**src/rtl/isa_dec_pkg.sv**
```systemverilog
package isa_dec_pkg;
  typedef enum logic [1:0] {
    CYC_MEM  = 2'd0,
    CYC_IO   = 2'd1,
    CYC_REF  = 2'd2,
    CYC_IDLE = 2'd3
  } cyc_e;

  // Active-high strobe bundle from control to datapath
  typedef struct packed {
    logic smemRd;
    logic smemWr;
    logic ioRd;
    logic ioWr;
    logic romRtcSel;
    logic rtcIdxWr;
    logic rtcDatWr;
    logic rtcDatRd;
    logic memCyc;
  } strobe_t;
endpackage

```
**src/rtl/isa_dec_ctrl.sv**
```systemverilog
module isa_dec_ctrl
  import isa_dec_pkg::*;
#(
  parameter int ADDR_W   = 24,
  parameter int LOW_BITS = 20,
  parameter int ROM_BITS = 17,
  parameter int PORT_W   = 16,
  parameter logic [PORT_W-1:0] RTC_IDX_PORT = 16'h0070
) (
  input  logic              cycValid,
  input  logic [1:0]        cycType,
  input  logic              cycWrite,
  input  logic [ADDR_W-1:0] cycAddr,
  output strobe_t           stb
);
  localparam int HI_W   = ADDR_W - LOW_BITS;
  localparam int TOP_W  = ADDR_W - ROM_BITS;
  localparam int WIN_W  = LOW_BITS - ROM_BITS;
  localparam logic [PORT_W-1:0] RTC_DAT_PORT = RTC_IDX_PORT + 1'b1;

  logic isMem, isIo, isRef, lowMeg, romHit, idxHit, datHit;

  always_comb begin
    isMem  = cycValid && (cyc_e'(cycType) == CYC_MEM);
    isIo   = cycValid && (cyc_e'(cycType) == CYC_IO);
    isRef  = cycValid && (cyc_e'(cycType) == CYC_REF);
    lowMeg = (cycAddr[ADDR_W-1:LOW_BITS] == {HI_W{1'b0}});
    romHit = (cycAddr[ADDR_W-1:ROM_BITS] == {TOP_W{1'b1}}) ||
             (lowMeg && (cycAddr[LOW_BITS-1:ROM_BITS] == {WIN_W{1'b1}}));
    idxHit = (cycAddr[PORT_W-1:0] == RTC_IDX_PORT);
    datHit = (cycAddr[PORT_W-1:0] == RTC_DAT_PORT);

    stb.smemRd    = (isMem && !cycWrite && lowMeg) || isRef;
    stb.smemWr    = isMem && cycWrite && lowMeg;
    stb.ioRd      = isIo && !cycWrite;
    stb.ioWr      = isIo && cycWrite;
    stb.romRtcSel = (isMem && romHit) || (isIo && (idxHit || datHit));
    stb.rtcIdxWr  = isIo && cycWrite && idxHit;
    stb.rtcDatWr  = isIo && cycWrite && datHit;
    stb.rtcDatRd  = isIo && !cycWrite && datHit;
    stb.memCyc    = isMem;
  end
endmodule

```
**src/rtl/isa_dec_dpath.sv**
```systemverilog
module isa_dec_dpath
  import isa_dec_pkg::*;
(
  input  logic    clk,
  input  logic    rstN,
  input  strobe_t stb,
  input  logic    extMaster,
  input  logic    memSel16N,
  output logic    smemRdN,
  output logic    smemWrN,
  output logic    ioRdN,
  output logic    ioWrN,
  output logic    ioCmdOe,
  output logic    romRtcSelN,
  output logic    rtcIdxWrN,
  output logic    rtcDatWrN,
  output logic    rtcDatRdN,
  output logic    wide16
);
  always_ff @(posedge clk or negedge rstN) begin
    if (!rstN) begin
      smemRdN    <= 1'b1;
      smemWrN    <= 1'b1;
      ioRdN      <= 1'b1;
      ioWrN      <= 1'b1;
      ioCmdOe    <= 1'b0;
      romRtcSelN <= 1'b1;
      rtcIdxWrN  <= 1'b1;
      rtcDatWrN  <= 1'b1;
      rtcDatRdN  <= 1'b1;
      wide16     <= 1'b0;
    end else begin
      smemRdN    <= !stb.smemRd;
      smemWrN    <= !stb.smemWr;
      ioRdN      <= !(stb.ioRd && !extMaster);
      ioWrN      <= !(stb.ioWr && !extMaster);
      ioCmdOe    <= !extMaster;
      romRtcSelN <= !stb.romRtcSel;
      rtcIdxWrN  <= !stb.rtcIdxWr;
      rtcDatWrN  <= !stb.rtcDatWr;
      rtcDatRdN  <= !stb.rtcDatRd;
      wide16     <= stb.memCyc && !memSel16N;
    end
  end

  // a released strobe is never asserted
  a_r6_released_quiet: assert property (@(posedge clk) disable iff (!rstN)
    !ioCmdOe |-> (ioRdN && ioWrN));
  // only one clock-port strobe at a time
  a_r4_rtc_exclusive: assert property (@(posedge clk) disable iff (!rstN)
    $onehot0({!rtcIdxWrN, !rtcDatWrN, !rtcDatRdN}));
  // a low-memory write never coincides with a read strobe
  a_r2_no_rd_wr: assert property (@(posedge clk) disable iff (!rstN)
    !(!smemRdN && !smemWrN));
endmodule

```
**src/rtl/isa_cmd_decode.sv**
```systemverilog
module isa_cmd_decode
  import isa_dec_pkg::*;
#(
  parameter int ADDR_W = 24
) (
  input  logic              clk,
  input  logic              rstN,
  input  logic              cycValid,
  input  logic [1:0]        cycType,
  input  logic              cycWrite,
  input  logic [ADDR_W-1:0] cycAddr,
  input  logic              extMaster,
  input  logic              memSel16N,
  output logic              smemRdN,
  output logic              smemWrN,
  output logic              ioRdN,
  output logic              ioWrN,
  output logic              ioCmdOe,
  output logic              romRtcSelN,
  output logic              rtcIdxWrN,
  output logic              rtcDatWrN,
  output logic              rtcDatRdN,
  output logic              wide16,
  output logic              ioSel16Oe
);
  strobe_t stb;

  isa_dec_ctrl #(.ADDR_W(ADDR_W)) uCtrl (
    .cycValid(cycValid), .cycType(cycType), .cycWrite(cycWrite),
    .cycAddr(cycAddr), .stb(stb)
  );

  isa_dec_dpath uDpath (
    .clk(clk), .rstN(rstN), .stb(stb), .extMaster(extMaster),
    .memSel16N(memSel16N), .smemRdN(smemRdN), .smemWrN(smemWrN),
    .ioRdN(ioRdN), .ioWrN(ioWrN), .ioCmdOe(ioCmdOe),
    .romRtcSelN(romRtcSelN), .rtcIdxWrN(rtcIdxWrN),
    .rtcDatWrN(rtcDatWrN), .rtcDatRdN(rtcDatRdN), .wide16(wide16)
  );

  // 16-bit I/O select is never driven
  assign ioSel16Oe = 1'b0;

  // low-memory read strobe needs low address or refresh
  a_r1_smemrd_qual: assert property (@(posedge clk) disable iff (!rstN)
    !smemRdN |-> $past(cycValid && (cycType == 2'd2 ||
                 (cycType == 2'd0 && cycAddr[ADDR_W-1:20] == '0))));
  // low-memory write strobe needs low address, never refresh
  a_r2_smemwr_qual: assert property (@(posedge clk) disable iff (!rstN)
    !smemWrN |-> $past(cycValid && cycType == 2'd0 && cycWrite &&
                 cycAddr[ADDR_W-1:20] == '0));
  // bus handed to a master releases the I/O strobes
  a_r6_master_release: assert property (@(posedge clk) disable iff (!rstN)
    $past(extMaster) |-> (!ioCmdOe && ioRdN && ioWrN));
  // width select ignored outside memory cycles
  a_r7_sel16_ignored: assert property (@(posedge clk) disable iff (!rstN)
    $past(!cycValid || cycType != 2'd0) |-> !wide16);
endmodule

```
**config.mk**
```make
export PLATFORM = sky130hd
export DESIGN_NAME = isa_cmd_decode
export DESIGN_NICKNAME = d
export VERILOG_FILES = /design/src/rtl/isa_dec_pkg.sv /design/src/rtl/isa_dec_ctrl.sv /design/src/rtl/isa_dec_dpath.sv /design/src/rtl/isa_cmd_decode.sv
export SDC_FILE = /design/constraint.sdc
export NUM_CORES = 1
export LEC_CHECK = 0
export ABC_AREA = 1
export BUFFER_PORTS_ARGS = -buffer_cell sky130_fd_sc_hd__buf_2
export CORE_MARGIN = 2
export CORE_UTILIZATION = 32
export CTS_CLUSTER_DIAMETER = 120
export DETAILED_ROUTE_END_ITERATION = 10
export GPL_TIMING_DRIVEN = 0
export PLACE_DENSITY = 0.72
export SETUP_SLACK_MARGIN = 0.2
export SLEW_MARGIN = 10
export SYNTH_ARGS = -nofsm -noshare
export SYNTH_HDL_FRONTEND = slang
export SYNTH_SLANG_ARGS = --single-unit
```
**constraint.sdc**
```tcl
create_clock -name clk -period 0.8 [get_ports clk]
set_input_delay 0.08 -clock clk [delete_from_list [all_inputs] [get_ports clk]]
set_output_delay 0.08 -clock clk [all_outputs]
set_load 0.01 [all_outputs]
```
# After elaboration in Yosys (flattened, before gate mapping)
# Index checks and enable logic that the tools add are counted.
classes:
  n_eq_ne: 6
  n_reduce_logical: 35
ops:
  columns: ["op", "count"]
  rows:
  - ["16-bit by 7-bit equality test with 1-bit output (second input constant)", 2]
  - ["1-bit logical AND", 18]
  - ["1-bit zero test", 11]
  - ["7-bit equality test (second input constant)", 1]
  - ["4-bit zero test", 1]
  - ["1-bit logical OR", 4]
  - ["3-bit equality test (second input constant)", 1]
  - ["2-bit by 1-bit equality test with 1-bit output (second input constant)", 1]
  - ["2-bit equality test (second input constant)", 1]
  - ["2-bit zero test", 1]
totals:
  reg_bits: 10
  in_bits: 32
  output_inout_bits: 11

# Longest topological paths before layout
# Gate-level depths: netlist of the first run.
logic_depth:
  ltp_word: 6
  depth_mapped: 7
  mapped_depth_nobuf: 7

# By module
# Synthesis of the first run repeated with hierarchy kept, for this count alone.
unflattened:
  hier_cells: 72
  hier_area_um2: 539.3
modules_own_cells:
  columns: ["module", "n_inst", "cells_per_inst", "area_each_um2", "seq_area_each_um2"]
  rows:
  - ["isa_dec_dpath", 1, 21, 304.0, 260.2]
  - ["isa_dec_ctrl", 1, 49, 224.0, 0.0]
  - ["isa_cmd_decode", 1, 2, 11.3, 0.0]

# Worst setup path before layout of the first run
# OpenSTA, ideal clock, no wires.
synth_path:
  path_kind: "input-to-reg"
  start: "in cycType[0]"
  end: "reg uDpath.smemWrN"
  n_path_buf: 0
  setup_ns: 0.088
  stages: 3
  arrival_ns: 0.565
  required_ns: 0.712
  slack_ns: 0.147
  path_cell_list: "inv_2 > nand3_2 > or3_1"
synth_via:
  elab_chain_len: 5
synth_lines:
  columns: ["element", "line", "text"]
  rows:
  - ["start: declaration", "isa_cmd_decode.sv:9", "input logic [1:0] cycType,"]
  - ["2-bit zero test", "isa_dec_ctrl.sv:24", "isMem = cycValid && (cyc_e'(cycType) == CYC_MEM);"]
  - ["1-bit logical AND", "isa_dec_ctrl.sv:24", null]
  - ["1-bit logical AND (2 in a row)", "isa_dec_ctrl.sv:34", "stb.smemWr = isMem && cycWrite && lowMeg;"]
  - ["1-bit zero test", "isa_dec_dpath.sv:34", "smemWrN <= !stb.smemWr;"]
  - ["end signal: assignment", "isa_dec_dpath.sv:34", null]
  - ["end: declaration", "isa_dec_dpath.sv:10", "output logic smemWrN,"]
# Every way passes these cells.

# Worst setup path in the final report of the first run
layout_path:
  start: "reg uDpath.ioRdN"
  end: "out ioRdN"
layout_lines:
  columns: ["element", "line", "text"]
  rows:
  - ["start: declaration", "isa_dec_dpath.sv:11", "output logic ioRdN,"]
  - ["start signal: assignment", "isa_dec_dpath.sv:35", "ioRdN <= !(stb.ioRd && !extMaster);"]
  - ["end: declaration", "isa_cmd_decode.sv:16", "output logic ioRdN,"]
# No word-level cell between the ends.

==> results of run 1 <==
layer usage:
metal	share of wire [%]	track usage [%]	vias to the layer above
li1	-	-	282
met1	36	12.1	229
met2	56	22.7	25
met3	6.9	3.75	2
met4	0.52	9.09	0
met5	0	0	-
synth_stat cells (all sizes together):
cell and n:
nor3 1, nand2 13, nand4 2, a21oi 1, nor4 1, conb 1, o21ai 1, nor2 15
or3 1, nand3 6, dfstp 8, buf 1, inv 9, dfrtp 2
logic make-up (layout without fill, tap and decap cells):
kind of cell | count (synthesis) | in the layout | share of synthesized area [%]
compound gates | 2 | 2 | 2.00
buf+inv | 10 | 55 | 8.27
flops | 10 | 10 | 52.1
other cells | 1 | 1 | 0.751
simple gates | 39 | 39 | 36.8
registers in the layout, indices dropped and copies added (netlist names):
register	count
uDpath.ioCmdOe	1
uDpath.ioRdN	1
uDpath.ioWrN	1
uDpath.romRtcSelN	1
uDpath.rtcDatRdN	1
uDpath.rtcDatWrN	1
uDpath.rtcIdxWrN	1
uDpath.smemRdN	1
uDpath.smemWrN	1
uDpath.wide16	1
repair_timing:
action / in CTS / in global routing
resized for setup: 8 / 4
hold endpoints to repair: 12 / 2
setup endpoints to repair: 10 / 12
where the power goes:
part	internal (mW)	switching (mW)
sequential	0.518	0.00252
clock	0.275	0.151
combinational	0.0915	0.0891
total	0.885	0.243
cell type report:
| class | instances | area, sq um | share of cell area [%] |
|---|---|---|---|
| flip-flops and latches | 10 | 260 | 30.4 |
| repair buffers | 41 | 260 | 30.4 |
| multi-input cells | 42 | 235 | 27.5 |
| clock buffers | 4 | 36.3 | 4.24 |
| inverters | 9 | 36.3 | 4.24 |
| well taps | 16 | 20.0 | 2.34 |
| plain buffers | 1 | 7.51 | 0.877 |
worst max-delay path by stage:
stage / slack (ns) / from / cells after the start / end
2_1_floorplan: 0.17 / cycType[0] / 3 / uDpath.smemWrN$_DFF_PN1_
3_3_place_gp: 0.006 / cycAddr[9] / 7 / uDpath.romRtcSelN$_DFF_PN1_
3_5_place_dp: -0.01 / cycType[1] / 3 / uDpath.rtcDatWrN$_DFF_PN1_
4_1_cts: -0.17 / uDpath.ioRdN$_DFF_PN1_ / 1 / ioRdN
5_1_grt: -0.20 / uDpath.ioRdN$_DFF_PN1_ / 1 / ioRdN
6_report: -0.16 / uDpath.ioRdN$_DFF_PN1_ / 1 / ioRdN
through the flow:
stage | util (%) | cell area [sq um] | hold slack (ns) | TNS (ns)
4_1_cts | 56.1 | 836 | -0.0469 | -1.40
3_3_place_gp | 49.7 | 739 | -0.0663 | 0
3_5_place_dp | 49.7 | 739 | -0.0606 | -0.0206
5_1_grt | 57.5 | 856 | -0.0526 | -1.63
6_report | 57.5 | 856 | -0.0313 | -1.23
2_1_floorplan | - | 519 | -0.216 | 0
layout by cell type (no fill, tap or decap):
cell	n
a21oi_2	1
buf_2	32
buf_4	1
buf_6	8
clkbuf_4	3
clkbuf_8	1
conb_1	1
dfrtp_1	2
dfstp_2	8
dlygate4sd3_1	1
inv_1	7
inv_2	1
inv_4	1
nand2_1	13
nand3_1	5
nand3_2	1
nand4_1	2
nor2_1	10
nor2_2	2
nor2_4	3
nor3_2	1
nor4_4	1
o21ai_1	1
or3_1	1
==> out/results.ini, run 1 <==
[min_path]
holdPathEnd=uDpath.wide16$_DFF_PN0_
holdCritPathClass=input port to flop
whs_path_depth=2
min_from=memSel16N

[global_route]
grt_pass1_wl_um=1740
grt_pass1_vias=463
antenna_found_initial=0
grt.total_usage_pct=12.6
grt_start_max_net_pins=11
overflow=0

[cells_and_area]
fillCellCount=126
final_cells=123
drive_above_1_share_pct=59.8
area_delta_synth_final_pct=71.4
num_antenna_cells=0
fin_nets=140

[cts]
cts_made_buffers=3
h-tree-depth=1
cts_tree=yes
clockBufferDepth=2
clkSinkCount=10
cts_setup_buffers=0
ctsHoldBuffers=1
root_buffer=clkbuf_4
clk_pin_slew_ns=0.06

[logic_synthesis]
synthCells=62
synth_warnings=0
yosysTopAreaCell=dfstp_2
synth_seq_cells=10
synth-seq-area-share_pct=52.1
avgSynthCellArea_sq_um=8.05
synth_nets=94
synth.distinct_cells=17
synthTopCellsByArea=dfstp_2, nor2_1, dfrtp_1
netlist.area_leader.share_pct=42.1
syn_area_sq_um=499

[routing]
via_per_inst=4.37
first_pass_iters=2
wl_per_cell_um=7.85
routed_wl_um=966
ant_nets=0
drc_errors=0
first_iter_violations=3
vias=538

[floorplan]
start_util_pct=33.5
die_h_um=43.5
ios=43
dieArea_sq_mm=0.00189
core_sq_mm=0.00149
rows=14
die_x_um=43.5

[power_and_ir_drop]
peakVddDrop_mv=0.556
powerDensity_mw_per_mm2=1320
report.power.total_mw=1.13
p_leak_nw=0.432

[outcome]
violations=negative hold slack, negative setup slack
run_status=complete, but fails checks

[timing]
fin_crit_ns=0.957
rsz0062_at_grt=yes
finalHoldViolCount=2
timing.final.max_slew_violations=0
worst_slack_ns=-0.157
clock.fmax_ghz=1.05
fin_hold_ws_ns=-0.0313
finalSetupViolCount=10
fin_crit_sh_pct=120

[critical_path]
crit_fanout=1
max_stage_delay_ns=0.53
end_kind=output pin
worstSetupPathType=flop to output pin
start_kind=flop
cp_top_family=flip-flops
path_cells=buf_6
crit_path_top_delay_cell=dfstp_2
crit_buf_inv=1
cp.arrival_ns=0.88
worstPathRequired_ns=0.72

[flow_run]
timing.max_cap.violations=0

[placed_design]
placed_cells=118
dp_slack_ns=-0.0122
io_buffers=40
hpwlAfterDp_um=913
gp_congestion=0.654

No activity file was read; power rests on OpenSTA's default activity.
==> inputs of run 2 (changes only) <==
Settings changed: REMOVE_ABC_BUFFERS set to 1, SETUP_SLACK_MARGIN 0.2 to 0.15.
==> out/results.ini, run 2 (same netlist as run 1, synthesis figures left out) <==
[critical_path]
start_kind=flop
cp_top_family=flip-flops
end_kind=output pin
crit_buf_inv=1
worstSetupPathType=flop to output pin
path_depth=1
cp.arrival_ns=0.87
path_cells=buf_6
worstPathRequired_ns=0.72
crit_fanout=1
crit_path_top_delay_cell=dfstp_2
max_stage_delay_ns=0.53

[floorplan]
die_h_um=43.5
ios=43
dieArea_sq_mm=0.00189
start_util_pct=33.5
die_x_um=43.5
rows=14
core_sq_mm=0.00149

[timing]
finalSetupViolCount=10
fin_crit_ns=0.951
rsz0062_at_grt=yes
fin_crit_sh_pct=119
timing.final.max_slew_violations=0
clock.fmax_ghz=1.05
worst_slack_ns=-0.151
finalHoldViolCount=0

[cells_and_area]
final_cell_mix=buf_2, nor2_1, nand2_1
multi_input_area_sq_um=198
mostFrequentLayoutCell=buf_2
final_cells=123
num_antenna_cells=0
fillCellCount=147
area_delta_synth_final_pct=63.2
drive_above_1_share_pct=53.3
fin_nets=141
regArea_sq_um=260
utilization_pct=54.7

[outcome]
run_status=complete, but fails checks
violations=negative setup slack

[power_and_ir_drop]
peakVddDrop_mv=0.435
p_leak_nw=0.424
powerDensity_mw_per_mm2=1230

[routing]
first_iter_violations=3
first_pass_iters=2
drc_errors=0
wl_per_cell_um=8.49
vias=529
ant_nets=0
routed_wl_um=1040
via_per_inst=4.30

[global_route]
grt.total_usage_pct=13.9
grt_pass1_vias=551
antenna_found_initial=0
grt_pass1_wl_um=1930
grt_start_max_net_pins=11
overflow=0

[cts]
cts_tree=yes
clockBufferDepth=2
root_buffer=clkbuf_4
cts_setup_buffers=0
clk_pin_slew_ns=0.06
h-tree-depth=1
cts_made_buffers=3
clkSinkCount=10

[flow_run]
timing.max_cap.violations=0

[placed_design]
hpwlAfterDp_um=904
gp_congestion=0.643
io_buffers=40
placed_cells=117

[min_path]
whs_path_depth=2
holdCritPathClass=input port to flop

==> run 2: through the flow <==
stage | worst slack [ns] | total power, mW | instance area [sq um] | setup TNS [ns] | hold slack (ns)
after global routing | -0.178 | 1.07 | 815 | -1.48 | 0.0376
after CTS | -0.163 | 1.02 | 815 | -1.32 | 0.0270
after detailed placement | -0.0131 | 0.682 | 712 | -0.0206 | -0.0599
final | -0.151 | 1.00 | 815 | -1.19 | 0.0291
after global placement | -0.00750 | 0.676 | 712 | -0.00750 | -0.0643
after floorplan | 0.147 | 0.581 | 492 | 0 | -0.216
==> run 2: power breakdown <==
part           switching [mW]  internal [mW]
Sequential            0.00272          0.519
Clock                   0.140          0.172
Combinational          0.0787         0.0895
==> run 2: final timing paths <==
kind	startpoint	to	slack, ns
worst max-delay path	uDpath.ioWrN$_DFF_PN1_	ioWrN	-0.15
worst min-delay path	cycValid	uDpath.smemRdN$_DFF_PN1_	0.03
max in group asynchronous	rstN	uDpath.rtcDatWrN$_DFF_PN1_	0.34
min in group asynchronous	rstN	uDpath.wide16$_DFF_PN0_	0.21
==> run 2: layout make-up <==
type / count / area share [%]
clock buffer: 3 / 2.76
inverter: 9 / 4.15
multi-input combinational: 42 / 24.3
sequential: 10 / 32.0
tap: 16 / 2.46
timing repair buffer: 43 / 34.4
==> run 2: repair_timing <==
action | CTS | global route
resized for setup | 8 | 0
hold buffers | 3 | 0
hold endpoints to repair | 12 | 0
pin swaps | 0 | 0
cloned | 0 | 0
endpoints found under the setup margin | 10 | 10
==> run 2: metal layers <==
layer | vias up | track usage, % | wire length [um]
met3 | 0 | 2.50 | 71
met1 | 225 | 13.6 | 403
met5 | - | 0 | 0
met2 | 23 | 25.4 | 570
li1 | 281 | - | -
met4 | 0 | 10.9 | 0
==> inputs of run 3 (changes only) <==
Settings changed: SETUP_SLACK_MARGIN 0.15 to 0.4.
==> out/results.ini, run 3 (same netlist as run 1, synthesis figures left out) <==
[outcome]
run_status=complete, but fails checks
violations=negative hold slack, negative setup slack

[cells_and_area]
num_antenna_cells=0
fillCellCount=113
final_cell_mix=buf_6, buf_2, nor2_4
utilization_pct=71.8
mostFrequentLayoutCell=buf_6
drive_above_1_share_pct=78.9
area_delta_synth_final_pct=114
multi_input_area_sq_um=318
regArea_sq_um=260
fin_nets=143

[routing]
first_pass_iters=4
routed_wl_um=1370
ant_nets=0
first_iter_violations=7
drc_errors=0
via_per_inst=4.60
vias=575
wl_per_cell_um=10.9

[critical_path]
cp_top_family=flip-flops
crit_buf_inv=1
max_stage_delay_ns=0.53
path_depth=1
worstSetupPathType=flop to output pin
crit_path_top_delay_cell=dfstp_2
crit_end=ioWrN
path_cells=buf_6
end_kind=output pin
start_kind=flop
cp-startpoint=uDpath.ioWrN$_DFF_PN1_
cp.arrival_ns=0.87
crit_fanout=1
worstPathRequired_ns=0.72

[cts]
cts_tree=yes
clockBufferDepth=2
cts_made_buffers=3
clkSinkCount=10
root_buffer=clkbuf_4
h-tree-depth=1
clk_pin_slew_ns=0.06

[timing]
finalSetupViolCount=10
finalHoldViolCount=11
fin_crit_ns=0.953
timing.final.max_slew_violations=0
worst_slack_ns=-0.153
finalSetupTns_ns=-1.22
rsz0062_at_grt=yes
fin_crit_sh_pct=119
fin_hold_ws_ns=-0.335
clock.fmax_ghz=1.05

[flow_run]
timing.max_cap.violations=0

[global_route]
grt_start_max_net_pins=11
antenna_found_initial=0
grt_pass1_wl_um=2080
overflow=0
grt.total_usage_pct=14.9
grt_pass1_vias=564

[placed_design]
io_buffers=40
dp_slack_ns=-0.0131
gp_congestion=0.643
hpwlAfterDp_um=904

[floorplan]
die_h_um=43.5
die_x_um=43.5
dieArea_sq_mm=0.00189
start_util_pct=33.5
ios=43
core_sq_mm=0.00149
rows=14

[power_and_ir_drop]
p_leak_nw=0.480
peakVddDrop_mv=0.476
powerDensity_mw_per_mm2=1060

[min_path]
holdCritPathClass=input port to async pin

-- run 3: changes by cell type in the layout (fill, tap and decap cells not counted), sizes merged --
| cell | delta |
|---|---|
| inv | -1 |
| dlygate4sd3 | -3 |
| buf | +5 |
| clkinv | +1 |
-- run 3: worst min-delay path by stage --
stage,slack [ns],endpoint,cells past startpoint,start
detailed placement,-0.06,uDpath.ioCmdOe$_DFF_PN0_,1,rstN
CTS,-0.34,uDpath.wide16$_DFF_PN0_,1,rstN
floorplan,-0.22,uDpath.ioCmdOe$_DFF_PN0_,0,rstN
global route,-0.33,uDpath.ioCmdOe$_DFF_PN0_,1,rstN
finish,-0.34,uDpath.wide16$_DFF_PN0_,1,rstN
global placement,-0.06,uDpath.ioCmdOe$_DFF_PN0_,1,rstN
-- run 3: repair_timing --
action,4_1_cts,5_1_grt
gates resized for setup,40,35
hold endpoints to repair,12,11
buffers inserted,3,2
setup endpoints to repair,17,18
pin swaps,22,19
-- run 3: final cells by class --
type | count | area share [%]
clock buffer | 3 | 2.11
tap | 16 | 1.87
sequential | 10 | 24.4
multi-input combinational | 42 | 29.7
timing repair buffer | 45 | 36.9
inverter | 9 | 5.04
-- run 3: through the flow --
step           power (mW)  cells  cell area (sq um)
3_5_place_dp        0.682    117                712
4_1_cts              1.08    123                930
5_1_grt              1.19    125               1070
3_3_place_gp        0.676    117                712
6_report             1.13    125               1070
2_1_floorplan       0.581     61                492
-- run 3: layer usage --
layer  GRT usage, %  vias up  wire [um]
met5              0        -          0
met4           10.9        0          0
met3           2.50        0         78
met2           26.3       23        792
met1           15.9      263        495
li1               -      289          -
-- run 3: report_power, final --
part	internal [mW]	switching, mW	leakage [nW]
combinational	0.161	0.133	0.357
sequential	0.519	0.00259	0.110
clock	0.172	0.145	0.0138
total	0.852	0.280	0.480
